--- config.mk ---
export PLATFORM = sky130hd
export DESIGN_NAME = uart_rx_status
export DESIGN_NICKNAME = d
export VERILOG_FILES = /design/src/rtl/uart_rx_pkg.sv /design/src/rtl/uart_rx_sync.sv /design/src/rtl/uart_rx_frame.sv /design/src/rtl/uart_rx_idle.sv /design/src/rtl/uart_rx_flags.sv /design/src/rtl/uart_rx_status.sv
export SDC_FILE = /design/constraint.sdc
export NUM_CORES = 1
export LEC_CHECK = 0
export ABC_AREA = 1
export ABC_CLOCK_PERIOD_IN_PS = 1800
export CAP_MARGIN = 20
export CORE_ASPECT_RATIO = 1.75
export CORE_MARGIN = 2
export CORE_UTILIZATION = 55
export DETAILED_ROUTE_END_ITERATION = 7
export GPL_ROUTABILITY_DRIVEN = 1
export PLACE_DENSITY = 0.76
export SLEW_MARGIN = 20
export SYNTH_ARGS = -nofsm -noshare
export SYNTH_HDL_FRONTEND = slang
export SYNTH_HIERARCHICAL = 1
export SYNTH_SLANG_ARGS = --single-unit
--- constraint.sdc ---
create_clock -name clk -period 1.8 [get_ports clk]
set_input_delay 0.45 -clock clk [delete_from_list [all_inputs] [get_ports clk]]
set_output_delay 0.45 -clock clk [all_outputs]
set_load 0.05 [all_outputs]
--- src/rtl/uart_rx_pkg.sv ---
package uart_rx_pkg;

    localparam int DATA_BITS = 8;
    localparam int STOP_BITS = 1;
    localparam int FRAME_BITS = DATA_BITS + STOP_BITS + 1;

    typedef enum logic [1:0] {
        ST_HUNT,
        ST_START,
        ST_DATA,
        ST_STOP
    } rx_state_e;

    typedef struct packed {
        logic [DATA_BITS-1:0] data;
        logic                 noise;
        logic                 frame_err;
    } rx_char_t;

    function automatic logic vote3(input logic [2:0] s);
        return (s[0] & s[1]) | (s[0] & s[2]) | (s[1] & s[2]);
    endfunction

    function automatic logic split3(input logic [2:0] s);
        return (s != 3'b000) && (s != 3'b111);
    endfunction

endpackage

--- src/rtl/uart_rx_sync.sv ---
module uart_rx_sync #(
    parameter int STAGES = 2
) (
    input  logic clk,
    input  logic rst,
    input  logic din,
    output logic dout
);
    logic [STAGES-1:0] chain_q;

    generate
        if (STAGES == 1) begin : g_single
            always_ff @(posedge clk) begin
                if (rst) chain_q <= '1;
                else     chain_q <= din;
            end
        end else begin : g_multi
            always_ff @(posedge clk) begin
                if (rst) chain_q <= '1;
                else     chain_q <= {chain_q[STAGES-2:0], din};
            end
        end
    endgenerate

    assign dout = chain_q[STAGES-1];
endmodule

--- src/rtl/uart_rx_frame.sv ---
module uart_rx_frame
    import uart_rx_pkg::*;
#(
    parameter int OS_RATE = 16
) (
    input  logic     clk,
    input  logic     rst,
    input  logic     tick,
    input  logic     line,
    output logic     char_valid,
    output rx_char_t char_out
);
    localparam int CW  = $clog2(OS_RATE);
    localparam int BW  = (DATA_BITS > 1) ? $clog2(DATA_BITS) : 1;
    localparam int MID = OS_RATE / 2;

    rx_state_e              st_q;
    logic [CW-1:0]          cnt_q;
    logic [BW-1:0]          bitn_q;
    logic [1:0]             smp_q;
    logic [DATA_BITS-1:0]   shreg_q;
    logic                   noise_q;

    logic [2:0] trio;
    logic       vote, split;
    logic       decide, bit_end;

    always_comb begin
        trio    = {smp_q, line};
        vote    = vote3(trio);
        split   = split3(trio);
        decide  = tick && (st_q != ST_HUNT) && (cnt_q == CW'(MID + 1));
        bit_end = tick && (st_q != ST_HUNT) && (cnt_q == CW'(OS_RATE - 1));
    end

    always_ff @(posedge clk) begin
        if (rst) begin
            st_q       <= ST_HUNT;
            cnt_q      <= '0;
            bitn_q     <= '0;
            smp_q      <= 2'b11;
            shreg_q    <= '0;
            noise_q    <= 1'b0;
            char_valid <= 1'b0;
            char_out   <= '0;
        end else begin
            char_valid <= 1'b0;
            if (tick) begin
                if (st_q == ST_HUNT) begin
                    cnt_q   <= '0;
                    bitn_q  <= '0;
                    noise_q <= 1'b0;
                    if (!line) st_q <= ST_START;
                end else begin
                    cnt_q <= cnt_q + 1'b1;
                    if (cnt_q == CW'(MID - 1) || cnt_q == CW'(MID))
                        smp_q <= {smp_q[0], line};
                end
            end

            // three-sample vote at ticks 7, 8, 9
            if (decide) begin
                noise_q <= noise_q | split;
                unique case (st_q)
                    ST_START: if (vote) st_q <= ST_HUNT;  // glitch reject
                    ST_DATA:  shreg_q <= {vote, shreg_q[DATA_BITS-1:1]};
                    ST_STOP: begin
                        char_valid         <= 1'b1;
                        char_out.data      <= shreg_q;
                        char_out.noise     <= noise_q | split;
                        char_out.frame_err <= ~vote;
                        st_q               <= ST_HUNT;
                    end
                    default: ;
                endcase
            end else if (bit_end) begin
                unique case (st_q)
                    ST_START: st_q <= ST_DATA;
                    ST_DATA: begin
                        bitn_q <= bitn_q + 1'b1;
                        if (bitn_q == BW'(DATA_BITS - 1)) st_q <= ST_STOP;
                    end
                    default: ;
                endcase
            end
        end
    end

    // a completed character always leaves the engine hunting
    assert_done_to_hunt_R2: assert property (@(posedge clk) disable iff (rst)
        char_valid |-> (st_q == ST_HUNT));

    // engine only leaves hunting on a low line
    assert_start_on_low_R6: assert property (@(posedge clk) disable iff (rst)
        (st_q == ST_HUNT && tick && line) |=> (st_q == ST_HUNT));
endmodule

--- src/rtl/uart_rx_idle.sv ---
module uart_rx_idle #(
    parameter int LIMIT = 160
) (
    input  logic clk,
    input  logic rst,
    input  logic tick,
    input  logic line,
    output logic idle_pulse
);
    localparam int CW = $clog2(LIMIT + 1);

    logic [CW-1:0] high_cnt_q;
    logic          armed_q;

    always_ff @(posedge clk) begin
        if (rst) begin
            high_cnt_q <= '0;
            armed_q    <= 1'b0;
            idle_pulse <= 1'b0;
        end else begin
            idle_pulse <= 1'b0;
            if (tick) begin
                if (!line) begin
                    high_cnt_q <= '0;
                    armed_q    <= 1'b1;
                end else if (high_cnt_q != CW'(LIMIT)) begin
                    high_cnt_q <= high_cnt_q + 1'b1;
                    if (high_cnt_q == CW'(LIMIT - 1) && armed_q) begin
                        idle_pulse <= 1'b1;
                        armed_q    <= 1'b0;
                    end
                end
            end
        end
    end

    // a low sample can never be followed by the idle pulse
    assert_idle_needs_high_R8: assert property (@(posedge clk) disable iff (rst)
        (tick && !line) |=> !idle_pulse);

    // one pulse per idle period
    assert_idle_single_R8: assert property (@(posedge clk) disable iff (rst)
        idle_pulse |=> !idle_pulse);
endmodule

--- src/rtl/uart_rx_flags.sv ---
module uart_rx_flags
    import uart_rx_pkg::*;
(
    input  logic                 clk,
    input  logic                 rst,
    input  logic                 char_valid,
    input  rx_char_t             char_in,
    input  logic                 idle_pulse,
    input  logic                 rd,
    input  logic                 clr_idle,
    input  logic                 rx_en,
    input  logic                 idle_en,
    output logic [DATA_BITS-1:0] data_q,
    output logic                 full_q,
    output logic                 ovr_q,
    output logic                 noise_q,
    output logic                 frame_q,
    output logic                 idle_q,
    output logic                 irq
);
    always_ff @(posedge clk) begin
        if (rst) begin
            data_q  <= '0;
            full_q  <= 1'b0;
            ovr_q   <= 1'b0;
            noise_q <= 1'b0;
            frame_q <= 1'b0;
            idle_q  <= 1'b0;
        end else begin
            if (rd) begin
                full_q  <= 1'b0;
                ovr_q   <= 1'b0;
                noise_q <= 1'b0;
                frame_q <= 1'b0;
            end
            if (char_valid) begin
                if (full_q && !rd) begin
                    ovr_q <= 1'b1;              // drop new char
                end else begin
                    data_q  <= char_in.data;
                    full_q  <= 1'b1;
                    noise_q <= char_in.noise;
                    frame_q <= char_in.frame_err;
                end
            end
            if (clr_idle)   idle_q <= 1'b0;
            if (idle_pulse) idle_q <= 1'b1;
        end
    end

    assign irq = (rx_en & (full_q | ovr_q)) | (idle_en & idle_q);

    assert_ovr_keeps_data_R3: assert property (@(posedge clk) disable iff (rst)
        (char_valid && full_q && !rd) |=> (data_q == $past(data_q)) && ovr_q && full_q);

    assert_ovr_implies_full_R3: assert property (@(posedge clk) disable iff (rst)
        ovr_q |-> full_q);

    assert_info_needs_full_R10: assert property (@(posedge clk) disable iff (rst)
        (noise_q || frame_q) |-> full_q);

    assert_read_clears_R7: assert property (@(posedge clk) disable iff (rst)
        (rd && !char_valid) |=> !full_q && !ovr_q && !noise_q && !frame_q);

    assert_masked_quiet_R9: assert property (@(posedge clk) disable iff (rst)
        (!rx_en && !idle_en) |-> !irq);
endmodule

--- src/rtl/uart_rx_status.sv ---
module uart_rx_status
    import uart_rx_pkg::*;
#(
    parameter int OS_RATE     = 16,
    parameter int SYNC_STAGES = 2
) (
    input  logic                 clk,
    input  logic                 rst,
    input  logic                 os_tick,
    input  logic                 rx_in,
    input  logic                 rd_strobe,
    input  logic                 clr_idle,
    input  logic                 rx_irq_en,
    input  logic                 idle_irq_en,
    output logic [DATA_BITS-1:0] rx_data,
    output logic                 flag_full,
    output logic                 flag_ovr,
    output logic                 flag_noise,
    output logic                 flag_frame,
    output logic                 flag_idle,
    output logic                 irq
);
    localparam int IDLE_TICKS = FRAME_BITS * OS_RATE;

    logic     line_s;
    logic     char_valid;
    rx_char_t char_w;
    logic     idle_pulse;

    uart_rx_sync #(.STAGES(SYNC_STAGES)) u_sync (
        .clk  (clk),
        .rst  (rst),
        .din  (rx_in),
        .dout (line_s)
    );

    uart_rx_frame #(.OS_RATE(OS_RATE)) u_frame (
        .clk        (clk),
        .rst        (rst),
        .tick       (os_tick),
        .line       (line_s),
        .char_valid (char_valid),
        .char_out   (char_w)
    );

    uart_rx_idle #(.LIMIT(IDLE_TICKS)) u_idle (
        .clk        (clk),
        .rst        (rst),
        .tick       (os_tick),
        .line       (line_s),
        .idle_pulse (idle_pulse)
    );

    uart_rx_flags u_flags (
        .clk        (clk),
        .rst        (rst),
        .char_valid (char_valid),
        .char_in    (char_w),
        .idle_pulse (idle_pulse),
        .rd         (rd_strobe),
        .clr_idle   (clr_idle),
        .rx_en      (rx_irq_en),
        .idle_en    (idle_irq_en),
        .data_q     (rx_data),
        .full_q     (flag_full),
        .ovr_q      (flag_ovr),
        .noise_q    (flag_noise),
        .frame_q    (flag_frame),
        .idle_q     (flag_idle),
        .irq        (irq)
    );
endmodule

==> results.md, run 1 <==
- Status: finished, final reports clean
- Worst vdd ir: 0.000605 V
- Synth Area in Adders: 0.0502
- Main combinational cell family by area after synthesis: simple AND/OR/NAND/NOR gates
- Hold buffers post-CTS: 0
- TritonCTS Sinks: 56
- Hold path cells: 2
- TritonCTS clock tree: done
- CTS Buffer Depth: 2
- CP required: 1.35 ns
- Worst R2R Path Depth: 7
- Dpl cell area: 0.00308 mm2
- Final Cycle Share: 0.933
- Critical path capture point type: output pin
- Power per Cell Area: 666 mW/mm2
- Top post-synthesis cells by area: dfxtp_1, nand2_1, nor2_1, inv_1, a21oi_1
- Largest net degree at the start of global routing: 23
- Reg-to-reg setup timing slack: 0.20 ns
- Vias/cell: 5.11
- Library cells used by synthesis: 29
- Initial DRC Count: 124
- Pre-CTS setup slack: -0.0390 ns
- Unrepaired setup endpoints after global routing: false
- DRC violation count after routing: 0
- Arrival @ worst endpoint: 1.23 ns
- Core area: 0.00489 mm2
- CP Launch Type: input pin
- P_leak: 0.00143 uW
- First-pass GRT wire length: 9370 um
- Overall Power: 2110 uW
- 1st-pass router iterations: 4
- DRT antenna net count: 0
- Vias in the first global route: 2,224
- Inserted Clock Buffers: 5
- IO Port Bufs: 21
- Area of the mapped netlist: 0.00274 mm2
- P&R area growth vs syn: 15.7%
- Share of cells above drive strength 1: 0.158
- Hold Path Origin: u_sync/chain_q[0]$_SDFF_PP1_
- H-tree lvl count: 2
- Clk slew on worst S/H paths: 0.10 ns
- Endpoints failing setup: 0
- Slew Limit Fails: 0
- Root Buffer: clkbuf_8
- Most frequent cell after synthesis: nand2_1
- Hold Path Sink: u_sync/chain_q[1]$_SDFF_PP1_
- Cells after synthesis: 379
- Max Clk Rate: 595 MHz
- I/O pin count: 22
- R2R Path Start: u_frame/st_q[1]$_SDFF_PP0_
- Compound-Gate Fraction of Synth Area: 0.120
- Die Width: 57.4 um
- # Post-CTS Setup Buffers: 0
- XOR/XNOR share of the synthesized area: 0.00639
- Ant diodes: 0
- Clock latency on the worst-skew pair: 0.31 ns
- Nets: 435
- Total Routing Usage GR: 0.205
- Die H: 97.4 um
- Worst-path fanout max: 1
- Placed cells: 463
- Final min period: 1.68 ns
- Final Non-Filler Cells: 471
- Simple-gate area share of the yosys netlist: 0.310
- Placer Congestion: 0.860
- Setup CP Type: input pin to output pin
- Row count: 34
- Syn avg cell area: 7.23 um2
- Post-synthesis sequential area ratio: 0.409
- Post-synthesis net count: 398
- Layout Skew: 0.00954 ns
- Async set-reset flop share out of synthesis: 0
- Sum of net half-perimeters after detailed placement: 3990 um
- Synth Flop Type: dfxtp_1
- Hold WC Path Type: flop to flop
- Top post-synthesis cells by count: nand2_1, nor2_1, dfxtp_1
- WL final: 5330 um
- Routed len/inst: 11.3 um
- GR Overflow Total: 0
- # Max-Cap Violations: 0
- Initial antenna violation count: 0
- Post-synthesis mux area share: 0
- Largest area contributor in the netlist: dfxtp_1
- Final Hold Viols: 0
- Slew HR: 0.759
- Reg-to-reg endpoint: u_frame/bitn_q[1]$_SDFF_PP0_
- Full die area: 0.00559 mm2
- Initial Util: 0.560
- Crit path setup slack, layout: 0.120 ns
- Yosys warning total: 6
- Post-route cell area: 0.00317 mm2
- Count of state elements after synthesis: 56
- Share of the synthesized area in the top cell type: 0.409
- Post-synth EDFFs: 0
- Post-CTS resize count: 0
- Via count: 2,407
- Worst Tran Pin Value: 0.361 ns
-- worst max-delay path by stage --
stage | startpoint | endpoint | slack (ns) | cells after the start
2_1_floorplan | u_flags/full_q$_SDFF_PP0_ | irq | 0.17 | 2
3_3_place_gp | os_tick | u_frame/bitn_q[2]$_SDFF_PP0_ | 0.001 | 7
3_5_place_dp | os_tick | u_frame/bitn_q[1]$_SDFF_PP0_ | -0.04 | 7
4_1_cts | rx_irq_en | irq | 0.11 | 4
5_1_grt | u_frame/st_q[1]$_SDFF_PP0_ | u_frame/st_q[1]$_SDFF_PP0_ | 0.04 | 8
6_report | rx_irq_en | irq | 0.12 | 4
-- final cells by class --
class                      instances  area, um2
clock buffer                       6       82.6
clock inverter                     2       13.8
timing repair buffer              39        335
fill                             449       1720
inverter                          58        218
tap                               54       67.6
sequential                        56       1120
multi-input combinational        256       1330
-- critical path: stages --
cell and delay, ns:
clkdlybuf4s50_1 0.45, o21ai_0 0.08, nand2_1 0.11, buf_12 0.14
-- cell families (layout without fill, tap and decap cells) --
family,count (synthesis),after routing
xor gates and xnor gates,2,2
and+or+nand+nor,182,182
buffers and inverters,67,105
adders and majority gates,11,11
DFF,56,56
AOI/OAI and AO/OA,61,61
-- per-layer routing --
layer  vias to the layer above  GRT usage  part of all wire
met5                         -          0                 0
met4                         0     0.0841             0.022
met3                        12     0.0333             0.030
met2                        50      0.351              0.53
met1                      1074      0.248              0.42
li1                       1271          -                 -
-- where the power goes --
| group | internal [uW] | total [uW] | switching [uW] |
|---|---|---|---|
| combinational | 56.1 | 132 | 76.0 |
| sequential | 1250 | 1250 | 8.63 |
| clock | 316 | 724 | 409 |
-- placed cells by master (no fill, tap or decap), types with 2 or more instances in the layout --
cell / Yosys / final
clkbuf_8: 0 / 6
o21ai_2: 2 / 2
a21oi_2: 3 / 3
clkdlybuf4s50_1: 0 / 7
inv_2: 6 / 6
o21ai_0: 18 / 18
nand2_1: 69 / 69
nand3b_1: 3 / 3
nand4_1: 8 / 8
nor2_2: 4 / 4
buf_12: 0 / 2
nor2_1: 62 / 62
inv_1: 51 / 51
o21ai_1: 7 / 7
nand3_4: 2 / 2
xor2_1: 2 / 2
dfxtp_1: 56 / 56
ha_1: 11 / 11
nand3_1: 24 / 24
buf_4: 0 / 30
nor2_4: 4 / 4
nand2_2: 2 / 2
a21oi_1: 29 / 29
-- through the flow --
step / TNS [ns] / util / hold slack [ns]
after CTS: 0 / 0.648 / 0.425
after detailed placement: -0.122 / 0.629 / 0.401
after global routing: 0 / 0.648 / 0.454
final: 0 / 0.648 / 0.418
after global placement: 0 / 0.629 / 0.399
after floorplan: 0 / - / 0.387
-- registers in the layout, summed over array words and instances, names as in the netlist, 2 cells and up --
register,cells
u_frame/smp_q,2
u_flags/data_q,8
u_sync/chain_q,2
u_idle/high_cnt_q,8
u_frame/shreg_q,8
u_frame/bitn_q,3
u_frame/cnt_q,4
u_frame/st_q,2
u_frame/char_out,10
Power figures use the tool's default switching activity.
==> inputs of run 2 (changes only) <==
--- a/config.mk
+++ b/config.mk
@@ -10,10 +10,10 @@
 export CAP_MARGIN = 20
 export CORE_ASPECT_RATIO = 1.75
 export CORE_MARGIN = 2
-export CORE_UTILIZATION = 55
+export CORE_UTILIZATION = 40
+export CTS_CLUSTER_DIAMETER = 200
 export DETAILED_ROUTE_END_ITERATION = 7
 export GPL_ROUTABILITY_DRIVEN = 1
-export PLACE_DENSITY = 0.76
 export SLEW_MARGIN = 20
 export SYNTH_ARGS = -nofsm -noshare
 export SYNTH_HDL_FRONTEND = slang
==> run 2 against run 1 <==
Worst setup slack lost 0.013 ns. Utilization shrank 15 points. Die area increased by 35%. Total power increased by 11%. Critical path type is now flop to flop. Combinational power barely moved. Non-clock buffer count is 2 higher. Via count is 0.58% lower.
==> results.md, run 2 (same netlist as run 1, synthesis figures left out) <==
- Flip-flop count of the largest register after layout: 10
- First-pass GRT wire length: 9870 um
- Top reg by flops: u_frame/char_out
- IO Port Bufs: 21
- Via count: 2,393
- Die Width: 66.6 um
- Die H: 114 um
- WL final: 5610 um
- Arrival @ worst endpoint: 1.87 ns
- Placer Congestion: 0.829
- Initial antenna violation count: 0
- R2R Path Start: u_frame/st_q[0]$_SDFF_PP0_
- Final Cycle Share: 0.940
- DRT antenna net count: 0
- Clock latency on the worst-skew pair: 0.30 ns
- Initial DRC Count: 123
- Status: finished, final reports clean
- Core area: 0.00659 mm2
- # Post-CTS Setup Buffers: 0
- Total Routing Usage GR: 0.167
- Row count: 39
- Slew Limit Fails: 0
- Ant diodes: 0
- Full die area: 0.00756 mm2
- Largest net degree at the start of global routing: 23
- Worst Tran Pin Value: 0.379 ns
- Nets: 437
- Final min period: 1.69 ns
- Layout Skew: 0.00792 ns
- 1st-pass router iterations: 4
- Final Hold Viols: 0
- Hold buffers post-CTS: 0
- Clk slew on worst S/H paths: 0.07 ns
- P_leak: 0.00146 uW
- Share of cells above drive strength 1: 0.160
- Worst R2R Path Depth: 7
- CP endpoint: u_frame/bitn_q[0]$_SDFF_PP0_
- Overall Power: 2330 uW
- P&R area growth vs syn: 19.0%
- CTS Buffer Depth: 2
- Worst-path fanout max: 6
- Reg-to-reg endpoint: u_frame/bitn_q[0]$_SDFF_PP0_
- TritonCTS clock tree: done
- H-tree lvl count: 2
- Post-CTS resize count: 0
- Inserted Clock Buffers: 5
- # Max-Cap Violations: 0
- Setup crit start: u_frame/st_q[0]$_SDFF_PP0_
- TritonCTS Sinks: 56
- Vias/cell: 4.79
- Power per Cell Area: 715 mW/mm2
- Slew HR: 0.747
- Endpoints failing setup: 0
- CP Launch Type: flop
- DRC violation count after routing: 0
- Reg-to-reg setup timing slack: 0.11 ns
- GR Overflow Total: 0
- Max Clk Rate: 591 MHz
- Unrepaired setup endpoints after global routing: false
- Critical path capture point type: flop
- Fill cells: 692
- Vias in the first global route: 2,311
- Placed cells: 493
- Worst vdd ir: 0.000520 V
- Hold WC Path Type: flop to flop
- Routed len/inst: 11.2 um
- CP required: 1.98 ns
- I/O pin count: 22
- Setup CP Type: flop to flop
- Final Non-Filler Cells: 500
- Most common cell after layout, fill and taps aside: nand2_1
- Most frequent cells in the layout: nand2_1, nor2_1, dfxtp_1
- Sum of net half-perimeters after detailed placement: 4210 um
- Root Buffer: clkbuf_16
- Initial Util: 0.416
==> run 2: cell types whose count changed in the layout (fill, tap and decap cells not counted) <==
| cell | previous run | this run |
|---|---|---|
| clkbuf_8 | 6 | 0 |
| buf_4 | 30 | 32 |
| clkbuf_16 | 0 | 5 |
| clkinvlp_4 | 0 | 1 |
| inv_6 | 1 | 0 |
==> run 2: final cells by class <==
type / count / area, um2 / area share
multi-input combinational: 256 / 1330 / 0.409
sequential: 56 / 1120 / 0.344
inverter: 58 / 218 / 0.0667
clock inverter: 2 / 12.5 / 0.00383
timing repair buffer: 41 / 350 / 0.107
clock buffer: 5 / 125 / 0.0383
tap: 82 / 103 / 0.0314
==> run 2: worst min-delay path by stage <==
stage | startpoint | to | cells after the start
floorplan | u_sync/chain_q[0]$_SDFF_PP1_ | u_sync/chain_q[1]$_SDFF_PP1_ | 2
global placement | u_sync/chain_q[0]$_SDFF_PP1_ | u_sync/chain_q[1]$_SDFF_PP1_ | 2
detailed placement | u_sync/chain_q[0]$_SDFF_PP1_ | u_sync/chain_q[1]$_SDFF_PP1_ | 2
CTS | u_sync/chain_q[0]$_SDFF_PP1_ | u_sync/chain_q[1]$_SDFF_PP1_ | 2
global route | u_sync/chain_q[0]$_SDFF_PP1_ | u_sync/chain_q[1]$_SDFF_PP1_ | 2
finish | u_sync/chain_q[0]$_SDFF_PP1_ | u_sync/chain_q[1]$_SDFF_PP1_ | 2
==> run 2: worst max-delay path: stages, from the launching register on <==
cell and delay (ns):
dfxtp_1 0.41, inv_1 0.09, ha_1 0.32, nor2_8 0.18
buf_4 0.15, nand3_1 0.16, o21ai_0 0.21, a21oi_1 0.05
==> run 2: power breakdown <==
group          internal, uW  switching (uW)  total [uW]
clock                   506             438         945
combinational          58.6            76.2         135
sequential             1250            8.94        1260
total                  1810             524        2330
==> run 2: metal layers <==
metal  part of all wire  vias to the layer above  global-route usage  routed length [um]
li1                   -                     1274                   -                   -
met1               0.42                     1070               0.174                2380
met2               0.51                       37               0.301                2880
met3              0.030                       12              0.0365                 166
met4              0.033                        0              0.0898                 183
met5                  0                        -                   0                   0
==> run 2: stage by stage <==
step	utilization	setup slack, ns	hold WS, ns	TNS, ns	cell area, um2
after floorplan	-	0.167	0.387	0	2740
after global placement	0.474	-0.0130	0.407	-0.0338	3130
after detailed placement	0.474	-0.0479	0.411	-0.150	3130
after CTS	0.495	0.0900	0.433	0	3260
after global routing	0.495	0.00820	0.468	0	3260
final	0.495	0.108	0.426	0	3260
==> inputs of run 3 (changes only) <==
--- a/config.mk
+++ b/config.mk
@@ -6,7 +6,7 @@
 export NUM_CORES = 1
 export LEC_CHECK = 0
 export ABC_AREA = 1
-export ABC_CLOCK_PERIOD_IN_PS = 1800
+export ABC_CLOCK_PERIOD_IN_PS = 1460
 export CAP_MARGIN = 20
 export CORE_ASPECT_RATIO = 1.75
 export CORE_MARGIN = 2
==> constraint.sdc (replaced) <==
create_clock -name clk -period 1.46 [get_ports clk]
set_input_delay 0.219 -clock clk [delete_from_list [all_inputs] [get_ports clk]]
set_output_delay 0.219 -clock clk [all_outputs]
set_load 0.05 [all_outputs]
==> run 3 against run 2 <==
Largest power group unchanged. Cell count increased by 1.8%. Sequential power increased by 23%. Critical path depth increased by 1. Design area increased by 9.2%. First-iteration DRC count increased by 17%. Maximum frequency increased by 23%. Utilization increased by 4.6 points. Hold slack got worse by 0.011 ns. Sequential cell count unchanged.
==> results.md, run 3 (same netlist as run 1, synthesis figures left out) <==
- Register share of total power: 0.473
- Switching Fraction: 0.201
- Setup CP Type: flop to flop
- Placed cells: 499
- Endpoints failing setup: 0
- Die Width: 66.6 um
- Status: finished, final reports clean
- P&R area growth vs syn: 30.0%
- # Max-Cap Violations: 0
- Most common cell after layout, fill and taps aside: nand2_1
- I/O pin count: 22
- CP Launch Type: flop
- GR Overflow Total: 0
- Final Hold Viols: 0
- DRT met1 WL: 2380 um
- Largest net degree at the start of global routing: 23
- CP cell instances: inv_2 -> ha_4 -> nor2_8 -> nand3_4 -> nor2_4 -> buf_6 -> o21ai_1 -> nor2_1
- Initial antenna violation count: 0
- Full die area: 0.00756 mm2
- Initial DRC Count: 144
- Footprint of the multi-input gates: 0.00139 mm2
- H-tree lvl count: 2
- Top routing layer used: met4
- DR WL met3: 127 um
- Vias/cell: 4.70
- Nets: 445
- Fill cells: 648
- Flip-flop count of the largest register after layout: 10
- Initial Util: 0.416
- Row count: 39
- DRC violation count after routing: 0
- Power per Cell Area: 917 mW/mm2
- Hold Path Origin: u_sync/chain_q[0]$_SDFF_PP1_
- Core area: 0.00659 mm2
- Via count: 2,394
- IO Port Bufs: 21
- Register area: 0.00113 mm2
- Worst-path fanout max: 5
- Worst path bufs/invs: 2
- TritonCTS Sinks: 56
- CP required: 1.69 ns
- Root Buffer: clkbuf_16
- Crit-path slowest cell: dfxtp_2
- Inserted Clock Buffers: 5
- Die H: 114 um
- First-pass GRT wire length: 9740 um
- Final min period: 1.37 ns
- Placer Congestion: 0.848
- Vias in the first global route: 2,261
- DRT antenna net count: 0
- Hold WC Path Type: flop to flop
- Delay-heaviest family, CP: simple AND/OR/NAND/NOR gates
- Arrival @ worst endpoint: 1.61 ns
- WL final: 5640 um
- Sum of net half-perimeters after detailed placement: 4150 um
- Max Clk Rate: 729 MHz
- Slew HR: 0.749
- R2R Path Start: u_frame/st_q[0]$_SDFF_PP0_
- Worst vdd ir: 0.000643 V
- Worst hold slack: 0.415 ns
- Most frequent cells in the layout: nand2_1, nor2_1, dfxtp_1
- Clock latency on the worst-skew pair: 0.29 ns
- CTS Buffer Depth: 2
- Ant diodes: 0
- Top reg by flops: u_frame/char_out
- Worst Tran Pin Value: 0.375 ns
- P_sw: 659 uW
- Total Routing Usage GR: 0.164
- Clk pwr share: 0.470
- Slew Limit Fails: 0
- DR WL met2: 2970 um
- Final Non-Filler Cells: 509
- Hold buffers post-CTS: 0
- Routed len/inst: 11.1 um
- Slowest cell delay on critical path: 0.34 ns
- Critical path capture point type: flop
- Share of cells above drive strength 1: 0.220
- Unrepaired setup endpoints after global routing: true
- Logic gate share of total power: 0.057
- Final Cycle Share: 0.939
- Layout Skew: 0.00736 ns
- P_leak: 0.00157 uW
- 1st-pass router iterations: 4
- TritonCTS clock tree: done
- Setup crit start: u_frame/st_q[0]$_SDFF_PP0_
- Clk slew on worst S/H paths: 0.07 ns
- Int Power: 2610 uW
-- run 3: cell types whose count changed in the layout (fill, tap and decap cells not counted), sizes merged --
cell,before,now
inv,57,58
buf,34,42
clkinv,2,1
bufinv,0,2
clkinvlp,1,0
-- run 3: per-stage QoR --
step / power, uW / setup TNS (ns) / worst slack, ns / util / instance area, um2
floorplan: 1670 / 0 / 0.00490 / - / 2740
global placement: 1760 / -2.07 / -0.110 / 0.498 / 3280
detailed placement: 1760 / -2.52 / -0.135 / 0.498 / 3280
CTS: 3320 / -0.0173 / -0.0121 / 0.528 / 3480
global route: 3400 / -0.0238 / -0.0108 / 0.541 / 3560
finish: 3270 / 0 / 0.0891 / 0.541 / 3560
-- run 3: final cells by class --
| cell class | instances | area share |
|---|---|---|
| Inverter | 58 | 0.0625 |
| Clock inverter | 3 | 0.0193 |
| Multi-Input combinational cell | 256 | 0.391 |
| Timing Repair Buffer | 49 | 0.148 |
| Clock buffer | 5 | 0.0351 |
| Tap cell | 82 | 0.0288 |
| Sequential cell | 56 | 0.316 |
-- run 3: routing by layer --
layer	vias up	GRT usage
met5	-	0
met4	0	0.0884
met3	12	0.0266
met2	35	0.288
met1	1053	0.183
li1	1294	-
-- run 3: worst register-to-register path, stage by stage, from the launching register on --
cell and delay (ns):
dfxtp_2 0.34, inv_2 0.05, ha_4 0.18, nor2_8 0.13, nand3_4 0.12, nor2_4 0.20, buf_6 0.15, o21ai_1 0.06
nor2_1 0.09
-- run 3: worst paths after layout --
path	slack, ns	to	cells past startpoint
worst max-delay path	0.09	u_frame/shreg_q[3]$_SDFFE_PP0P_	8
worst min-delay path	0.42	u_sync/chain_q[1]$_SDFF_PP1_	2
worst max register to register	0.09	u_frame/shreg_q[3]$_SDFFE_PP0P_	8
worst min register to register	0.42	u_sync/chain_q[1]$_SDFF_PP1_	2
-- run 3: repair_timing --
action / in CTS / in global routing
endpoints found under the setup margin: 24 / 27
setup buffers: 0 / 2
pin swaps: 0 / 8
resized for setup: 1 / 31
-- run 3: power groups by stage --
stage / logic [uW] / clock network [uW] / registers [uW]
finish: 185 / 1540 / 1550
detailed placement: 180 / 0 / 1580
floorplan: 87.4 / 0 / 1580
CTS: 182 / 1590 / 1550
global placement: 179 / 0 / 1580
global route: 206 / 1650 / 1550
